[config.mk]
export PLATFORM = sky130hd
export DESIGN_NAME = shader_flow_seq
export DESIGN_NICKNAME = d
export VERILOG_FILES = /design/src/rtl/shader_flow_pkg.sv /design/src/rtl/flow_decode.sv /design/src/rtl/flow_stack.sv /design/src/rtl/shader_flow_seq.sv
export SDC_FILE = /design/constraint.sdc
export NUM_CORES = 1
export LEC_CHECK = 0
export BUFFER_PORTS_ARGS = -buffer_cell sky130_fd_sc_hd__buf_2
export CAP_MARGIN = 15
export CORE_MARGIN = 2
export CORE_UTILIZATION = 45
export CTS_BUF_LIST = sky130_fd_sc_hd__clkbuf_2
export DETAILED_ROUTE_END_ITERATION = 16
export PLACE_DENSITY = 0.59
export SYNTH_ARGS = -nofsm -noshare
export SYNTH_HDL_FRONTEND = slang
export SYNTH_SLANG_ARGS = --single-unit
[constraint.sdc]
create_clock -name clk -period 9.3 [get_ports clk]
set_clock_uncertainty 0.2 [all_clocks]
set_input_delay 0.93 -clock clk [delete_from_list [all_inputs] [get_ports clk]]
set_output_delay 0.93 -clock clk [all_outputs]
set_load 0.005 [all_outputs]
[src/rtl/shader_flow_pkg.sv]
package shader_flow_pkg;

    localparam int ADDR_W  = 12;
    localparam int CNT_W   = 8;
    localparam int SEL_W   = 4;
    localparam int UNIF_W  = 16;
    localparam int INSTR_W = 32;

    typedef enum logic [1:0] {
        ST_IDLE  = 2'd0,
        ST_FETCH = 2'd1,
        ST_EXEC  = 2'd2
    } seq_state_e;

    typedef enum logic [2:0] {
        CLS_STEP  = 3'd0,
        CLS_HALT  = 3'd1,
        CLS_CALL  = 3'd2,
        CLS_COND  = 3'd3,
        CLS_BAD   = 3'd4
    } op_class_e;

    localparam logic [5:0] OPC_HALT = 6'h22;
    localparam logic [5:0] OPC_CALL = 6'h26;
    localparam logic [5:0] OPC_COND = 6'h27;

    typedef struct packed {
        logic [ADDR_W-1:0] end_addr;
        logic [ADDR_W-1:0] alt_addr;
    } stk_entry_t;

    typedef struct packed {
        seq_state_e        state;
        logic [ADDR_W-1:0] pc;
        logic              done;
        logic              e_undef;
        logic              e_covf;
        logic              e_iovf;
        logic [UNIF_W-1:0] unif;
    } seq_t;

    function automatic op_class_e classify(input logic [5:0] op);
        op_class_e c;
        case (op)
            6'h00, 6'h01, 6'h02, 6'h08, 6'h0D, 6'h0F,
            6'h12, 6'h13, 6'h21, 6'h2E, 6'h2F,
            6'h38, 6'h39, 6'h3A, 6'h3B, 6'h3C, 6'h3D,
            6'h3E, 6'h3F: c = CLS_STEP;
            OPC_HALT:     c = CLS_HALT;
            OPC_CALL:     c = CLS_CALL;
            OPC_COND:     c = CLS_COND;
            default:      c = CLS_BAD;
        endcase
        return c;
    endfunction

endpackage

[src/rtl/flow_decode.sv]
module flow_decode
    import shader_flow_pkg::*;
(
    input  logic [INSTR_W-1:0] instr,
    output op_class_e          cls,
    output logic [ADDR_W-1:0]  target,
    output logic [CNT_W-1:0]   count,
    output logic [SEL_W-1:0]   sel
);
    logic unused_pad;

    always_comb begin
        cls    = classify(instr[31:26]);
        sel    = instr[25:22];
        target = instr[21:10];
        count  = instr[7:0];
    end

    assign unused_pad = ^instr[9:8];

endmodule

[src/rtl/flow_stack.sv]
module flow_stack #(
    parameter int DEPTH = 4,
    parameter int W     = 24
) (
    input  logic         clk,
    input  logic         rst_n,
    input  logic         clear,
    input  logic         push,
    input  logic         pop,
    input  logic [W-1:0] wdata,
    output logic [W-1:0] top,
    output logic         full,
    output logic         empty
);
    localparam int CW = $clog2(DEPTH + 1);
    localparam int IW = (DEPTH > 1) ? $clog2(DEPTH) : 1;

    logic [W-1:0]  ent_q [DEPTH];
    logic [CW-1:0] cnt_d, cnt_q;
    logic [IW-1:0] top_idx;

    assign full    = (cnt_q == CW'(DEPTH));
    assign empty   = (cnt_q == '0);
    assign top_idx = IW'(cnt_q - 1'b1);
    assign top     = empty ? '0 : ent_q[top_idx];

    always_comb begin
        cnt_d = cnt_q;
        if (clear)
            cnt_d = '0;
        else if (push && !full)
            cnt_d = cnt_q + 1'b1;
        else if (pop && !empty)
            cnt_d = cnt_q - 1'b1;
    end

    always_ff @(posedge clk or negedge rst_n) begin
        if (!rst_n) cnt_q <= '0;
        else        cnt_q <= cnt_d;
    end

    for (genvar i = 0; i < DEPTH; i++) begin : g_ent
        always_ff @(posedge clk or negedge rst_n) begin
            if (!rst_n)
                ent_q[i] <= '0;
            else if (!clear && push && !full && cnt_q == CW'(i))
                ent_q[i] <= wdata;
        end
    end

    // occupancy never passes the depth
    a_r9_depth_bound: assert property (@(posedge clk) disable iff (!rst_n)
        cnt_q <= CW'(DEPTH));

    // a pop is requested only when an entry exists
    a_r8_pop_nonempty: assert property (@(posedge clk) disable iff (!rst_n)
        (pop && !push && !clear) |-> !empty);

    // a push is never requested on a full stack
    a_r10_no_push_full: assert property (@(posedge clk) disable iff (!rst_n)
        (push && !clear) |-> !full);

endmodule

[src/rtl/shader_flow_seq.sv]
module shader_flow_seq
    import shader_flow_pkg::*;
#(
    parameter int CALL_DEPTH = 4,
    parameter int IF_DEPTH   = 8
) (
    input  logic               clk,
    input  logic               rst_n,
    input  logic               start,
    output logic [ADDR_W-1:0]  imem_addr,
    input  logic [INSTR_W-1:0] imem_rdata,
    input  logic               ureg_we,
    input  logic [INSTR_W-1:0] ureg_wdata,
    output logic               busy,
    output logic               done,
    output logic               err_undef,
    output logic               err_call_ovf,
    output logic               err_if_ovf
);
    localparam int EW = $bits(stk_entry_t);

    seq_t s_d, s_q;

    op_class_e         dec_cls;
    logic [ADDR_W-1:0] dec_tgt;
    logic [CNT_W-1:0]  dec_cnt;
    logic [SEL_W-1:0]  dec_sel;

    logic       c_push, c_pop, c_full, c_empty;
    logic       i_push, i_pop, i_full, i_empty;
    stk_entry_t c_wdata, c_top, i_wdata, i_top;
    logic [EW-1:0] c_top_raw, i_top_raw;
    logic       stk_clear;
    logic       unused_hi;

    assign unused_hi = ^ureg_wdata[INSTR_W-1:UNIF_W];

    flow_decode u_dec (
        .instr  (imem_rdata),
        .cls    (dec_cls),
        .target (dec_tgt),
        .count  (dec_cnt),
        .sel    (dec_sel)
    );

    flow_stack #(.DEPTH(CALL_DEPTH), .W(EW)) u_call_stk (
        .clk   (clk),
        .rst_n (rst_n),
        .clear (stk_clear),
        .push  (c_push && !c_pop),
        .pop   (c_pop && !c_push),
        .wdata (c_wdata),
        .top   (c_top_raw),
        .full  (c_full),
        .empty (c_empty)
    );

    flow_stack #(.DEPTH(IF_DEPTH), .W(EW)) u_if_stk (
        .clk   (clk),
        .rst_n (rst_n),
        .clear (stk_clear),
        .push  (i_push && !i_pop),
        .pop   (i_pop && !i_push),
        .wdata (i_wdata),
        .top   (i_top_raw),
        .full  (i_full),
        .empty (i_empty)
    );

    assign c_top = stk_entry_t'(c_top_raw);
    assign i_top = stk_entry_t'(i_top_raw);

    always_comb begin
        logic [ADDR_W-1:0] nxt;
        logic              halt;
        logic              ubit;
        stk_entry_t        eff;

        s_d       = s_q;
        nxt       = s_q.pc + 1'b1;
        halt      = 1'b0;
        ubit      = s_q.unif[dec_sel];
        c_push    = 1'b0;
        c_pop     = 1'b0;
        i_push    = 1'b0;
        i_pop     = 1'b0;
        c_wdata   = '0;
        i_wdata   = '0;
        stk_clear = 1'b0;
        eff       = '0;

        if (ureg_we)
            s_d.unif = ureg_wdata[UNIF_W-1:0];

        if (start) begin
            s_d.state   = ST_FETCH;
            s_d.pc      = '0;
            s_d.done    = 1'b0;
            s_d.e_undef = 1'b0;
            s_d.e_covf  = 1'b0;
            s_d.e_iovf  = 1'b0;
            stk_clear   = 1'b1;
        end else begin
            case (s_q.state)
                ST_FETCH: s_d.state = ST_EXEC;
                ST_EXEC: begin
                    case (dec_cls)
                        CLS_STEP: ;
                        CLS_HALT: halt = 1'b1;
                        CLS_BAD: begin
                            halt        = 1'b1;
                            s_d.e_undef = 1'b1;
                        end
                        CLS_CALL: begin
                            if (ubit) begin
                                if (c_full) begin
                                    halt       = 1'b1;
                                    s_d.e_covf = 1'b1;
                                end else begin
                                    c_push           = 1'b1;
                                    c_wdata.end_addr = dec_tgt + ADDR_W'(dec_cnt);
                                    c_wdata.alt_addr = nxt;
                                    nxt              = dec_tgt;
                                end
                            end
                        end
                        CLS_COND: begin
                            if (ubit) begin
                                if (i_full) begin
                                    halt       = 1'b1;
                                    s_d.e_iovf = 1'b1;
                                end else begin
                                    i_push           = 1'b1;
                                    i_wdata.end_addr = dec_tgt;
                                    i_wdata.alt_addr = dec_tgt + ADDR_W'(dec_cnt);
                                end
                            end else begin
                                nxt = dec_tgt;
                            end
                        end
                        default: begin
                            halt        = 1'b1;
                            s_d.e_undef = 1'b1;
                        end
                    endcase

                    if (halt) begin
                        s_d.state = ST_IDLE;
                        s_d.done  = 1'b1;
                        c_push    = 1'b0;
                        i_push    = 1'b0;
                    end else begin
                        eff = i_push ? i_wdata : i_top;
                        if ((i_push || !i_empty) && nxt == eff.end_addr) begin
                            nxt   = eff.alt_addr;
                            i_pop = 1'b1;
                        end
                        eff = c_push ? c_wdata : c_top;
                        if ((c_push || !c_empty) && nxt == eff.end_addr) begin
                            nxt   = eff.alt_addr;
                            c_pop = 1'b1;
                        end
                        s_d.pc    = nxt;
                        s_d.state = ST_FETCH;
                    end
                end
                default: ;
            endcase
        end
    end

    always_ff @(posedge clk or negedge rst_n) begin
        if (!rst_n) s_q <= '0;
        else        s_q <= s_d;
    end

    assign imem_addr    = s_q.pc;
    assign busy         = (s_q.state != ST_IDLE);
    assign done         = s_q.done;
    assign err_undef    = s_q.e_undef;
    assign err_call_ovf = s_q.e_covf;
    assign err_if_ovf   = s_q.e_iovf;

    // a start leaves a clean running state fetching address 0
    a_r1_start_clean: assert property (@(posedge clk) disable iff (!rst_n)
        start |=> (busy && !done && imem_addr == '0 &&
                   !err_undef && !err_call_ovf && !err_if_ovf));

    // the fetch address is held through the execute cycle
    a_r2_addr_held: assert property (@(posedge clk) disable iff (!rst_n)
        (s_q.state == ST_EXEC) |-> $stable(imem_addr));

    // a halted run is never busy
    a_r3_done_idle: assert property (@(posedge clk) disable iff (!rst_n)
        done |-> !busy);

    // an undefined opcode in execute halts with the error flag
    a_r4_undef_halts: assert property (@(posedge clk) disable iff (!rst_n)
        (s_q.state == ST_EXEC && dec_cls == CLS_BAD && !start)
        |=> (err_undef && done && !busy));

    // error flags stay set until a start
    a_r11_sticky_undef: assert property (@(posedge clk) disable iff (!rst_n)
        (err_undef && !start) |=> err_undef);
    a_r11_sticky_covf: assert property (@(posedge clk) disable iff (!rst_n)
        (err_call_ovf && !start) |=> err_call_ovf);
    a_r11_sticky_iovf: assert property (@(posedge clk) disable iff (!rst_n)
        (err_if_ovf && !start) |=> err_if_ovf);

    // a taken call on a full call stack reports overflow
    a_r9_call_ovf: assert property (@(posedge clk) disable iff (!rst_n)
        (s_q.state == ST_EXEC && dec_cls == CLS_CALL && s_q.unif[dec_sel]
         && c_full && !start) |=> (err_call_ovf && done));

    // a taken if on a full if stack reports overflow
    a_r10_if_ovf: assert property (@(posedge clk) disable iff (!rst_n)
        (s_q.state == ST_EXEC && dec_cls == CLS_COND && s_q.unif[dec_sel]
         && i_full && !start) |=> (err_if_ovf && done));

endmodule

==> flow_metrics.py, run 1 <==
metrics = {
    "logic_synthesis": {
        "synthArstFlopShare_pct": 100,
        "syn_nets": 1798,
        "syn_avg_cell_area_sq_um": 10.2,
        "postSynthCellCount": 1706,
        "synthMuxAreaShare_pct": 17.6,
        "synth-simple-area-share_pct": 12.7,
        "yosysSeqAreaShare_pct": 47.3,
        "synth_fa_ha_area_share_pct": 1.77,
        "synth_edf_count": 0,
        "synth_xor_area_share_pct": 2.35,
        "synth-seq-cells": 329,
        "synth_cell_types": 72,
        "ys.flop_type": "dfrtp_1",
        "synth_top_family_by_area": "multiplexers",
        "ys_warn_count": 0,
        "synth_compound_area_share_pct": 13.2,
        "synthesis.area_sq_um": 17400,
    },
    "route": {
        "drt-total-wl_um": 48400,
        "top_layer": "met5",
        "num_vias": 13397,
        "vias_per_cell": 5.64,
        "dr_wl_met2_um": 22800,
        "dr_wl_met3_um": 3270,
        "drtIter0Drc": 979,
        "drc": 0,
        "drt-met1-wl_um": 20900,
        "dr.pass1.iters": 5,
        "postRouteAntennaNets": 0,
        "wl_per_cell_um": 20.4,
    },
    "sta": {
        "whs_ns": 0.212,
        "fmax_mhz": 134,
        "setup_violations": 0,
        "hold_viol": 0,
        "slew_viol_final": 0,
        "max_slew_margin_pct": 27.0,
        "period_needed_ns": 7.45,
        "fin_setup_tns_ns": 0,
        "worst_slack_ns": 1.85,
        "rsz0062_at_grt": "no",
        "fin_crit_sh_pct": 80.1,
        "tightest_slew_ns": 1.09,
    },
    "critical_path": {
        "crit_cells": 16,
        "critPathMostFrequentCell": "buf_4",
        "worst_path_max_delay_cell": "and4bb_1",
        "critPathKind": "reg2reg",
        "rrSetupSlack_ns": 1.85,
        "critPathLaunchType": "flop",
        "rr_worst_depth": 16,
        "cp-end-kind": "flop",
        "worst_r2r_endpoint": "u_call_stk.ent_q[4]",
        "rr_startpoint": "u_if_stk.cnt_q[0]",
        "cp_max_fo": 31,
        "critPathBufInv": 3,
        "critPathArrivalTime_ns": 8.08,
        "slowest_delay_ns": 0.82,
        "cp_cell_sequence": "inv_1 > ha_2 > buf_4 > mux4_2 > a22oi_1 > a211oi_1 > nor4b_1 > a31o_2 > o211ai_1 > and4bb_1 > mux2i_1 > xnor2_1 > or4b_4 > o311ai_4 > buf_4 > mux2_2",
        "crit_family": "simple AND/OR/NAND/NOR gates",
        "cp.required_ns": 9.93,
        "endpoint": "u_call_stk.ent_q[4]",
        "critPathLaunch": "u_if_stk.cnt_q[0]",
    },
    "grt": {
        "overflow": 0,
        "grt.total_usage_pct": 24.7,
        "grt_max_degree": 128,
        "grt_pass1_wl_um": 77500,
        "antenna_found_initial": 2,
        "grt_pass1_vias": 13738,
    },
    "finish": {
        "fin_cells": 2377,
        "area_delta_synth_final_pct": 9.46,
        "final_area_sq_um": 19000,
        "final_util_pct": 49.6,
        "multi_input_area_sq_um": 8320,
        "layout_commonest_cell": "dfrtp_1",
        "drive_gt1_share_pct": 20.8,
        "final_cell_mix": "dfrtp_1, nand2_1, o21ai_0",
        "fin_nets": 1880,
        "fillers": 3621,
        "register_area_sq_um": 8240,
    },
    "floorplan": {
        "coreArea_sq_um": 38400,
        "die_w_um": 201,
        "start_util_pct": 45.3,
        "io_pins": 85,
        "num_rows": 72,
        "dieArea_sq_um": 40200,
        "fp.dieH_um": 201,
    },
    "place": {
        "placedInstanceArea_sq_um": 18100,
        "placedCellCount": 2198,
        "port_buffers": 66,
        "dp_slack_ns": 1.85,
        "dp_hpwl_um": 31300,
        "gp_congestion": 0.854,
    },
    "outcome": {
        "outcome": "finished, final reports clean",
    },
    "power_and_ir_drop": {
        "irDropWorstVdd_uv": 90.8,
        "p_leak_nw": 8.77,
        "finalPower_mw": 2.83,
        "powerDensity_nw_per_um2": 149,
    },
    "cts": {
        "cts_tree": "yes",
        "ctsLongestPathBuffers": 3,
        "clk_latency_ns": 1.01,
        "cts-root-buf": "clkbuf_2",
        "clk_pin_slew_worst_paths_ns": 0.11,
        "cts.sinks": 329,
        "cts_buffers": 89,
        "htree_levels": 3,
    },
    "hold_path": {
        "hold_path.class": "in2reg",
        "min_from": "start",
    },
    "run": {
        "maxCapViolCount": 0,
    },
}
## area by class of cell
type | instances | share of cell area (%)
Sequential cell | 329 | 43.3
Tap cell | 518 | 3.40
Clock inverter | 29 | 0.651
Multi-Input combinational cell | 1175 | 43.7
Timing Repair Buffer | 114 | 3.90
Antenna cell | 1 | 0.0131
Clock buffer | 132 | 3.47
Inverter | 79 | 1.56
## report_power, final
group          switching, mW  internal [mW]  total, mW
clock network          0.616          0.382      0.998
logic                  0.242          0.126      0.368
registers             0.0195           1.44       1.46
## cell usage after synthesis, types with 3 or more instances
master,n,area (sq um)
dfrtp_1,329,8230
a211oi_1,8,60.1
inv_1,78,293
nand3_1,36,180
nor3_2,3,30.0
nand2b_1,10,62.6
and3_1,10,62.6
o21ai_0,245,1230
nor3b_1,6,45.0
a221o_1,4,40.0
and2_1,7,43.8
o221ai_1,4,35.0
mux4_2,71,1600
and4_1,3,26.3
buf_2,5,25.0
nand2_1,324,1220
a31oi_1,17,106
nor2b_1,5,31.3
or2_2,11,68.8
a32o_1,8,80.1
nor4_1,4,25.0
buf_4,27,203
mux2_2,41,462
a21boi_0,4,30.0
nand4_1,7,43.8
a22o_1,5,43.8
o211ai_1,12,90.1
mux2i_1,99,991
xnor2_1,27,236
o31ai_1,5,37.5
a21oi_1,42,210
xor2_1,17,149
buf_1,15,56.3
ha_1,23,288
nor3_1,18,90.1
a21o_1,4,30.0
clkbuf_1,72,270
nor2_1,51,191
a22oi_1,6,45.0
## worst reg2reg max path: cells and delay by family, from the launching register on
family | cells | cell delay (ns)
AOI/OAI and AO/OA | 5 | 1.50
and+or+nand+nor | 3 | 1.80
buffers and inverters | 3 | 0.98
muxes | 3 | 1.23
adders and majority gates | 1 | 0.70
xor gates and xnor gates | 1 | 0.17
DFF | 1 | 0.72
## repair_timing
item	CTS	global route
hold buffers	17	0
gates resized for setup	0	0
hold endpoints to repair	141	0
setup buffers	0	0
## cell families (layout without fill, tap and decap cells)
group / after synthesis / in the layout
AO/OA/AOI/OAI: 389 / 389
XOR/XNOR: 45 / 45
adder cells (fa/ha/maj): 24 / 24
buffers and inverters: 202 / 354
flip-flops: 329 / 329
multiplexers: 212 / 212
other: 0 / 1
AND/OR/NAND/NOR: 505 / 505
## how the worst min path moves through the flow
stage / endpoint / slack [ns] / cells past startpoint
final: err_undef / 0.21 / 2
after global routing: err_if_ovf / 0.18 / 2
after CTS: err_undef / 0.12 / 4
after detailed placement: u_if_stk.ent_q[78] / 0.26 / 2
after global placement: u_if_stk.ent_q[33] / 0.26 / 2
after floorplan: u_if_stk.ent_q[144] / 0.24 / 2
## metal layers
layer | global-route usage [%] | up-vias
met5 | 0 | -
met4 | 10.2 | 2
met3 | 5.36 | 89
met2 | 39.5 | 434
met1 | 32.8 | 6661
li1 | - | 6211
## state kept, by name, summed over array words and instances (netlist names)
name and flops:
u_if_stk.ent_q 192, u_call_stk.ent_q 96, s_q 18, imem_addr 12, u_if_stk.cnt_q 4, u_call_stk.cnt_q 3, done 1, err_call_ovf 1
err_if_ovf 1, err_undef 1
Note: power is estimated with default switching activity, not from simulation.
==> inputs of run 2 (changes only) <==
--- a/config.mk
+++ b/config.mk
@@ -11,7 +11,7 @@
 export CORE_UTILIZATION = 45
 export CTS_BUF_LIST = sky130_fd_sc_hd__clkbuf_2
 export DETAILED_ROUTE_END_ITERATION = 16
-export PLACE_DENSITY = 0.59
+export PLACE_DENSITY = 0.61
 export SYNTH_ARGS = -nofsm -noshare
 export SYNTH_HDL_FRONTEND = slang
 export SYNTH_SLANG_ARGS = --single-unit
==> constraint.sdc (replaced) <==
create_clock -name clk -period 6.15 [get_ports clk]
set_clock_uncertainty 0.2 [all_clocks]
set_input_delay 0.615 -clock clk [delete_from_list [all_inputs] [get_ports clk]]
set_output_delay 0.615 -clock clk [all_outputs]
set_load 0.005 [all_outputs]
==> flow_metrics.py, run 2 (same netlist as run 1, synthesis figures left out) <==
metrics = {
    "outcome": {
        "outcome": "finished, final reports clean",
    },
    "route": {
        "drt-total-wl_um": 48600,
        "vias_per_cell": 5.53,
        "num_vias": 13601,
        "drc": 0,
        "wl_per_cell_um": 19.8,
        "dr.pass1.iters": 7,
        "drtIter0Drc": 1064,
        "postRouteAntennaNets": 0,
    },
    "power_and_ir_drop": {
        "powerDensity_nw_per_um2": 217,
        "finalPower_mw": 4.33,
        "p_leak_nw": 9.22,
        "irDropWorstVdd_uv": 110,
    },
    "critical_path": {
        "cp.required_ns": 6.75,
        "worst_path_max_delay_cell": "or4b_4",
        "crit_family": "simple AND/OR/NAND/NOR gates",
        "cp_cell_sequence": "inv_1 > ha_1 > xor2_2 > buf_12 > mux4_2 > o211ai_1 > buf_4 > o22ai_1 > mux2_2 > nor3_1 > a31o_2 > and4bb_2 > buf_4 > mux2i_1 > xnor2_1 > or4b_4 > nor3_2 > buf_4 > mux2i_1 > mux2_1",
        "worst_r2r_endpoint": "u_call_stk.cnt_q[0]",
        "slowest_delay_ns": 0.53,
        "cp_max_fo": 15,
        "rr_startpoint": "u_if_stk.cnt_q[0]",
        "critPathLaunchType": "flop",
        "rrSetupSlack_ns": 0.38,
        "critPathBufInv": 5,
        "rr_worst_depth": 20,
        "crit_cells": 20,
        "endpoint": "u_call_stk.cnt_q[0]",
        "critPathKind": "reg2reg",
        "critPathArrivalTime_ns": 6.37,
        "critPathMostFrequentCell": "buf_4",
        "cp-end-kind": "flop",
        "critPathLaunch": "u_if_stk.cnt_q[0]",
    },
    "cts": {
        "cts.sinks": 329,
        "ctsLongestPathBuffers": 3,
        "cts_tree": "yes",
        "htree_levels": 3,
        "clk_pin_slew_worst_paths_ns": 0.08,
        "cts_buffers": 87,
        "cts-root-buf": "clkbuf_2",
        "clk_latency_ns": 1.00,
    },
    "grt": {
        "grt_pass1_vias": 14025,
        "antenna_found_initial": 2,
        "grt_max_degree": 156,
        "grt.total_usage_pct": 24.7,
        "overflow": 0,
        "grt_pass1_wl_um": 77900,
    },
    "finish": {
        "largest_register_ffs": 192,
        "fin_nets": 1972,
        "top_regs": "u_if_stk.ent_q: 192 flops, u_call_stk.ent_q: 96 flops, s_q: 18 flops",
        "drive_gt1_share_pct": 22.8,
        "final_cell_mix": "dfrtp_1, nand2_1, o21ai_0",
        "area_delta_synth_final_pct": 14.5,
        "fin_cells": 2458,
        "layout_commonest_cell": "dfrtp_1",
        "final_util_pct": 51.9,
        "top_register": "u_if_stk.ent_q",
    },
    "floorplan": {
        "io_pins": 85,
        "dieArea_sq_um": 40200,
        "coreArea_sq_um": 38400,
        "fp.dieH_um": 201,
        "die_w_um": 201,
        "start_util_pct": 45.3,
        "num_rows": 72,
    },
    "place": {
        "port_buffers": 66,
        "placedCellCount": 2253,
        "dp_hpwl_um": 31600,
        "gp_congestion": 0.895,
    },
    "sta": {
        "setup_violations": 0,
        "whs_ns": 0.0721,
        "fmax_mhz": 173,
        "slew_viol_final": 0,
        "max_slew_margin_pct": 30.6,
        "hold_viol": 0,
        "fin_crit_sh_pct": 93.8,
        "period_needed_ns": 5.77,
        "tightest_slew_ns": 1.04,
        "rsz0062_at_grt": "no",
    },
    "hold_path": {
        "hold_path.class": "in2async",
    },
    "run": {
        "maxCapViolCount": 0,
    },
}
[run 2: worst min-delay path by stage]
stage,end,cells after the start,slack [ns]
CTS,err_undef,5,0.006
global route,u_call_stk.ent_q[60],4,0.04
detailed placement,u_if_stk.ent_q[147],2,0.27
finish,u_call_stk.ent_q[11],2,0.07
floorplan,done,0,0.12
global placement,u_if_stk.ent_q[125],2,0.26
[run 2: metrics by stage]
stage          setup TNS [ns]  instance area, sq um  setup slack (ns)
2_1_floorplan               0                 17400           0.00885
3_3_place_gp                0                 18600             0.119
3_5_place_dp          -0.0256                 18600           -0.0164
4_1_cts                     0                 19900             0.133
5_1_grt                     0                 19900            0.0729
6_report                    0                 19900             0.381
[run 2: report_power, final]
group          internal, mW  switching (mW)  total, mW
Sequential             2.18          0.0171       2.20
Clock                 0.588           0.909       1.50
Combinational         0.254           0.376      0.630
[run 2: cell type report]
class | instances | area, sq um
tap | 518 | 648
timing repair buffer | 208 | 1640
inverter | 79 | 297
clock buffer | 127 | 636
sequential | 329 | 8240
multi-input combinational | 1175 | 8330
fill | 3557 | 18500
clock inverter | 19 | 109
antenna | 3 | 7.51
[run 2: what timing repair did]
action | in CTS | in global routing
cloned | 0 | 0
setup buffers | 5 | 1
endpoints found under the hold margin | 231 | 0
resized for setup | 0 | 5
hold buffers | 50 | 0
pin swaps | 1 | 1
setup endpoints to repair | 4 | 93
[run 2: layer usage]
| layer | part of all wire, % | vias up | global-route usage [%] | wire (um) |
|---|---|---|---|---|
| li1 | - | 6382 | - | - |
| met1 | 43 | 6712 | 32.9 | 21000 |
| met5 | 0 | - | 0 | 0 |
| met4 | 3.2 | 0 | 9.71 | 1560 |
| met2 | 48 | 403 | 40.3 | 23100 |
| met3 | 6.0 | 104 | 4.71 | 2910 |
==> inputs of run 3 (changes only) <==
--- a/config.mk
+++ b/config.mk
@@ -5,13 +5,15 @@
 export SDC_FILE = /design/constraint.sdc
 export NUM_CORES = 1
 export LEC_CHECK = 0
-export BUFFER_PORTS_ARGS = -buffer_cell sky130_fd_sc_hd__buf_2
 export CAP_MARGIN = 15
+export CELL_PAD_IN_SITES_DETAIL_PLACEMENT = 0
+export CELL_PAD_IN_SITES_GLOBAL_PLACEMENT = 1
 export CORE_MARGIN = 2
 export CORE_UTILIZATION = 45
 export CTS_BUF_LIST = sky130_fd_sc_hd__clkbuf_2
 export DETAILED_ROUTE_END_ITERATION = 16
-export PLACE_DENSITY = 0.61
+export DONT_BUFFER_PORTS = 1
+export PLACE_DENSITY = 0.72
 export SYNTH_ARGS = -nofsm -noshare
 export SYNTH_HDL_FRONTEND = slang
 export SYNTH_SLANG_ARGS = --single-unit
==> flow_metrics.py, run 3 (same netlist as run 1, synthesis figures left out) <==
metrics = {
    "outcome": {
        "outcome": "finished, violations left",
        "violations": "hold timing",
    },
    "critical_path": {
        "rr_startpoint": "u_if_stk.cnt_q[1]",
        "critPathArrivalTime_ns": 6.46,
        "cp-end-kind": "flop",
        "cp.required_ns": 6.78,
        "cp_max_fo": 11,
        "critPathKind": "reg2reg",
        "critPathLaunch": "u_if_stk.cnt_q[1]",
        "critPathLaunchType": "flop",
    },
    "floorplan": {
        "coreArea_sq_um": 38400,
        "dieArea_sq_um": 40200,
        "die_w_um": 201,
        "fp.dieH_um": 201,
        "io_pins": 85,
        "start_util_pct": 45.3,
        "num_rows": 72,
    },
    "route": {
        "drtIter0Drc": 880,
        "dr_wl_met3_um": 2850,
        "drt-total-wl_um": 50000,
        "top_layer": "met4",
        "num_vias": 13258,
        "wl_per_cell_um": 20.9,
        "postRouteAntennaNets": 0,
        "dr_wl_met2_um": 24000,
        "drc": 0,
        "dr.pass1.iters": 10,
        "vias_per_cell": 5.55,
        "drt-met1-wl_um": 21200,
    },
    "finish": {
        "largest_register_ffs": 192,
        "register_area_sq_um": 8240,
        "fin_nets": 1893,
        "multi_input_area_sq_um": 8390,
        "top_register": "u_if_stk.ent_q",
        "final_cell_mix": "dfrtp_1, nand2_1, o21ai_0",
        "final_util_pct": 50.9,
        "area_delta_synth_final_pct": 12.4,
        "layout_commonest_cell": "dfrtp_1",
        "top_regs": "u_if_stk.ent_q: 192 flops, u_call_stk.ent_q: 96 flops, s_q: 18 flops",
        "fillers": 3621,
        "drive_gt1_share_pct": 19.7,
    },
    "cts": {
        "clk_pin_slew_worst_paths_ns": 0.10,
        "cts.sinks": 329,
        "cts_buffers": 89,
        "clk_latency_ns": 1.02,
        "htree_levels": 3,
        "cts-root-buf": "clkbuf_2",
        "cts_hold_buf": 56,
        "ctsLongestPathBuffers": 3,
        "cts_tree": "yes",
    },
    "grt": {
        "grt.total_usage_pct": 25.4,
        "grt_pass1_wl_um": 78600,
        "overflow": 0,
        "antenna_found_initial": 3,
        "grt_pass1_vias": 13619,
        "grt_max_degree": 330,
    },
    "power_and_ir_drop": {
        "p_sw_share_pct": 29.5,
        "clkPwrFrac_pct": 35.8,
        "powerDensity_nw_per_um2": 220,
        "combPwrFrac_pct": 12.9,
        "p_leak_nw": 8.89,
        "p_switching_mw": 1.27,
        "pwr-share-seq_pct": 51.3,
        "irDropWorstVdd_uv": 95.7,
        "p_int_mw": 3.03,
    },
    "sta": {
        "fmax_mhz": 172,
        "worst_slack_ns": 0.328,
        "slew_viol_final": 0,
        "fin_crit_sh_pct": 94.7,
        "setup_violations": 0,
        "max_slew_margin_pct": 32.8,
        "whs_ns": -0.879,
        "tightest_slew_ns": 1.00,
        "period_needed_ns": 5.82,
        "hold_viol": 329,
    },
    "place": {
        "gp_congestion": 0.902,
        "port_buffers": 0,
        "dp_slack_ns": 0.199,
        "dp_hpwl_um": 32500,
    },
    "run": {
        "maxCapViolCount": 0,
    },
    "hold_path": {
        "hold_path.class": "in2async",
    },
}
[run 3: per-stage QoR]
stage	TNS [ns]	area [sq um]	total power, mW	instances
after floorplan	0	17400	2.56	1706
after global placement	0	18000	2.73	2165
after detailed placement	0	18000	2.74	2165
after CTS	0	19400	4.35	2378
after global routing	-0.00824	19500	4.51	2388
final	0	19500	4.30	2388
[run 3: metal layers]
metal / vias to the layer above / GRT usage (%)
li1: 6238 / -
met3: 116 / 5.32
met5: - / 0
met2: 379 / 41.0
met1: 6525 / 32.7
met4: 0 / 12.3
[run 3: power by group through the flow]
| stage | Combinational (mW) | Clock (mW) | Sequential (mW) |
|---|---|---|---|
| 2_1_floorplan | 0.330 | 0 | 2.24 |
| 3_3_place_gp | 0.492 | 0 | 2.24 |
| 3_5_place_dp | 0.494 | 0 | 2.24 |
| 4_1_cts | 0.541 | 1.61 | 2.20 |
| 5_1_grt | 0.598 | 1.71 | 2.20 |
| 6_report | 0.556 | 1.54 | 2.20 |
[run 3: path summary, 6_finish.rpt]
kind	to	slack, ns	cells past startpoint
worst min-delay path	u_call_stk.cnt_q[1]	-0.88	0
worst max register to register	u_call_stk.ent_q[2]	0.33	18
min in group clk	imem_addr[2]	0.10	4
worst min register to register	u_if_stk.ent_q[104]	0.28	2
worst max-delay path	u_call_stk.ent_q[2]	0.33	18
max in group asynchronous	u_if_stk.cnt_q[0]	5.74	0
[run 3: critical path, stage by stage, from the launching register on]
cell and delay (ns):
dfrtp_1 0.46, inv_1 0.18, ha_1 0.39, xor2_4 0.25, buf_4 0.18, nor2_1 0.08, a22oi_1 0.53, a211oi_1 0.10
nor4b_1 0.44, a31o_2 0.18, o211ai_1 0.07, and4bb_1 0.43, buf_12 0.20, mux2i_2 0.36, xnor2_1 0.15, or4b_4 0.54
o311ai_4 0.37, buf_4 0.19, mux2_2 0.32
[run 3: layout make-up]
cell class | instances | area share, %
well taps | 518 | 3.32
clock inverters | 25 | 0.659
diodes | 3 | 0.0384
clock buffers | 132 | 3.38
inverters | 79 | 1.52
multi-input cells | 1175 | 42.9
repair buffers | 127 | 6.02
flip-flops and latches | 329 | 42.1
[run 3: what timing repair did]
item,CTS,global route
endpoints found under the hold margin,564,329
resized for setup,0,13
setup buffers,0,6
endpoints found under the setup margin,0,105
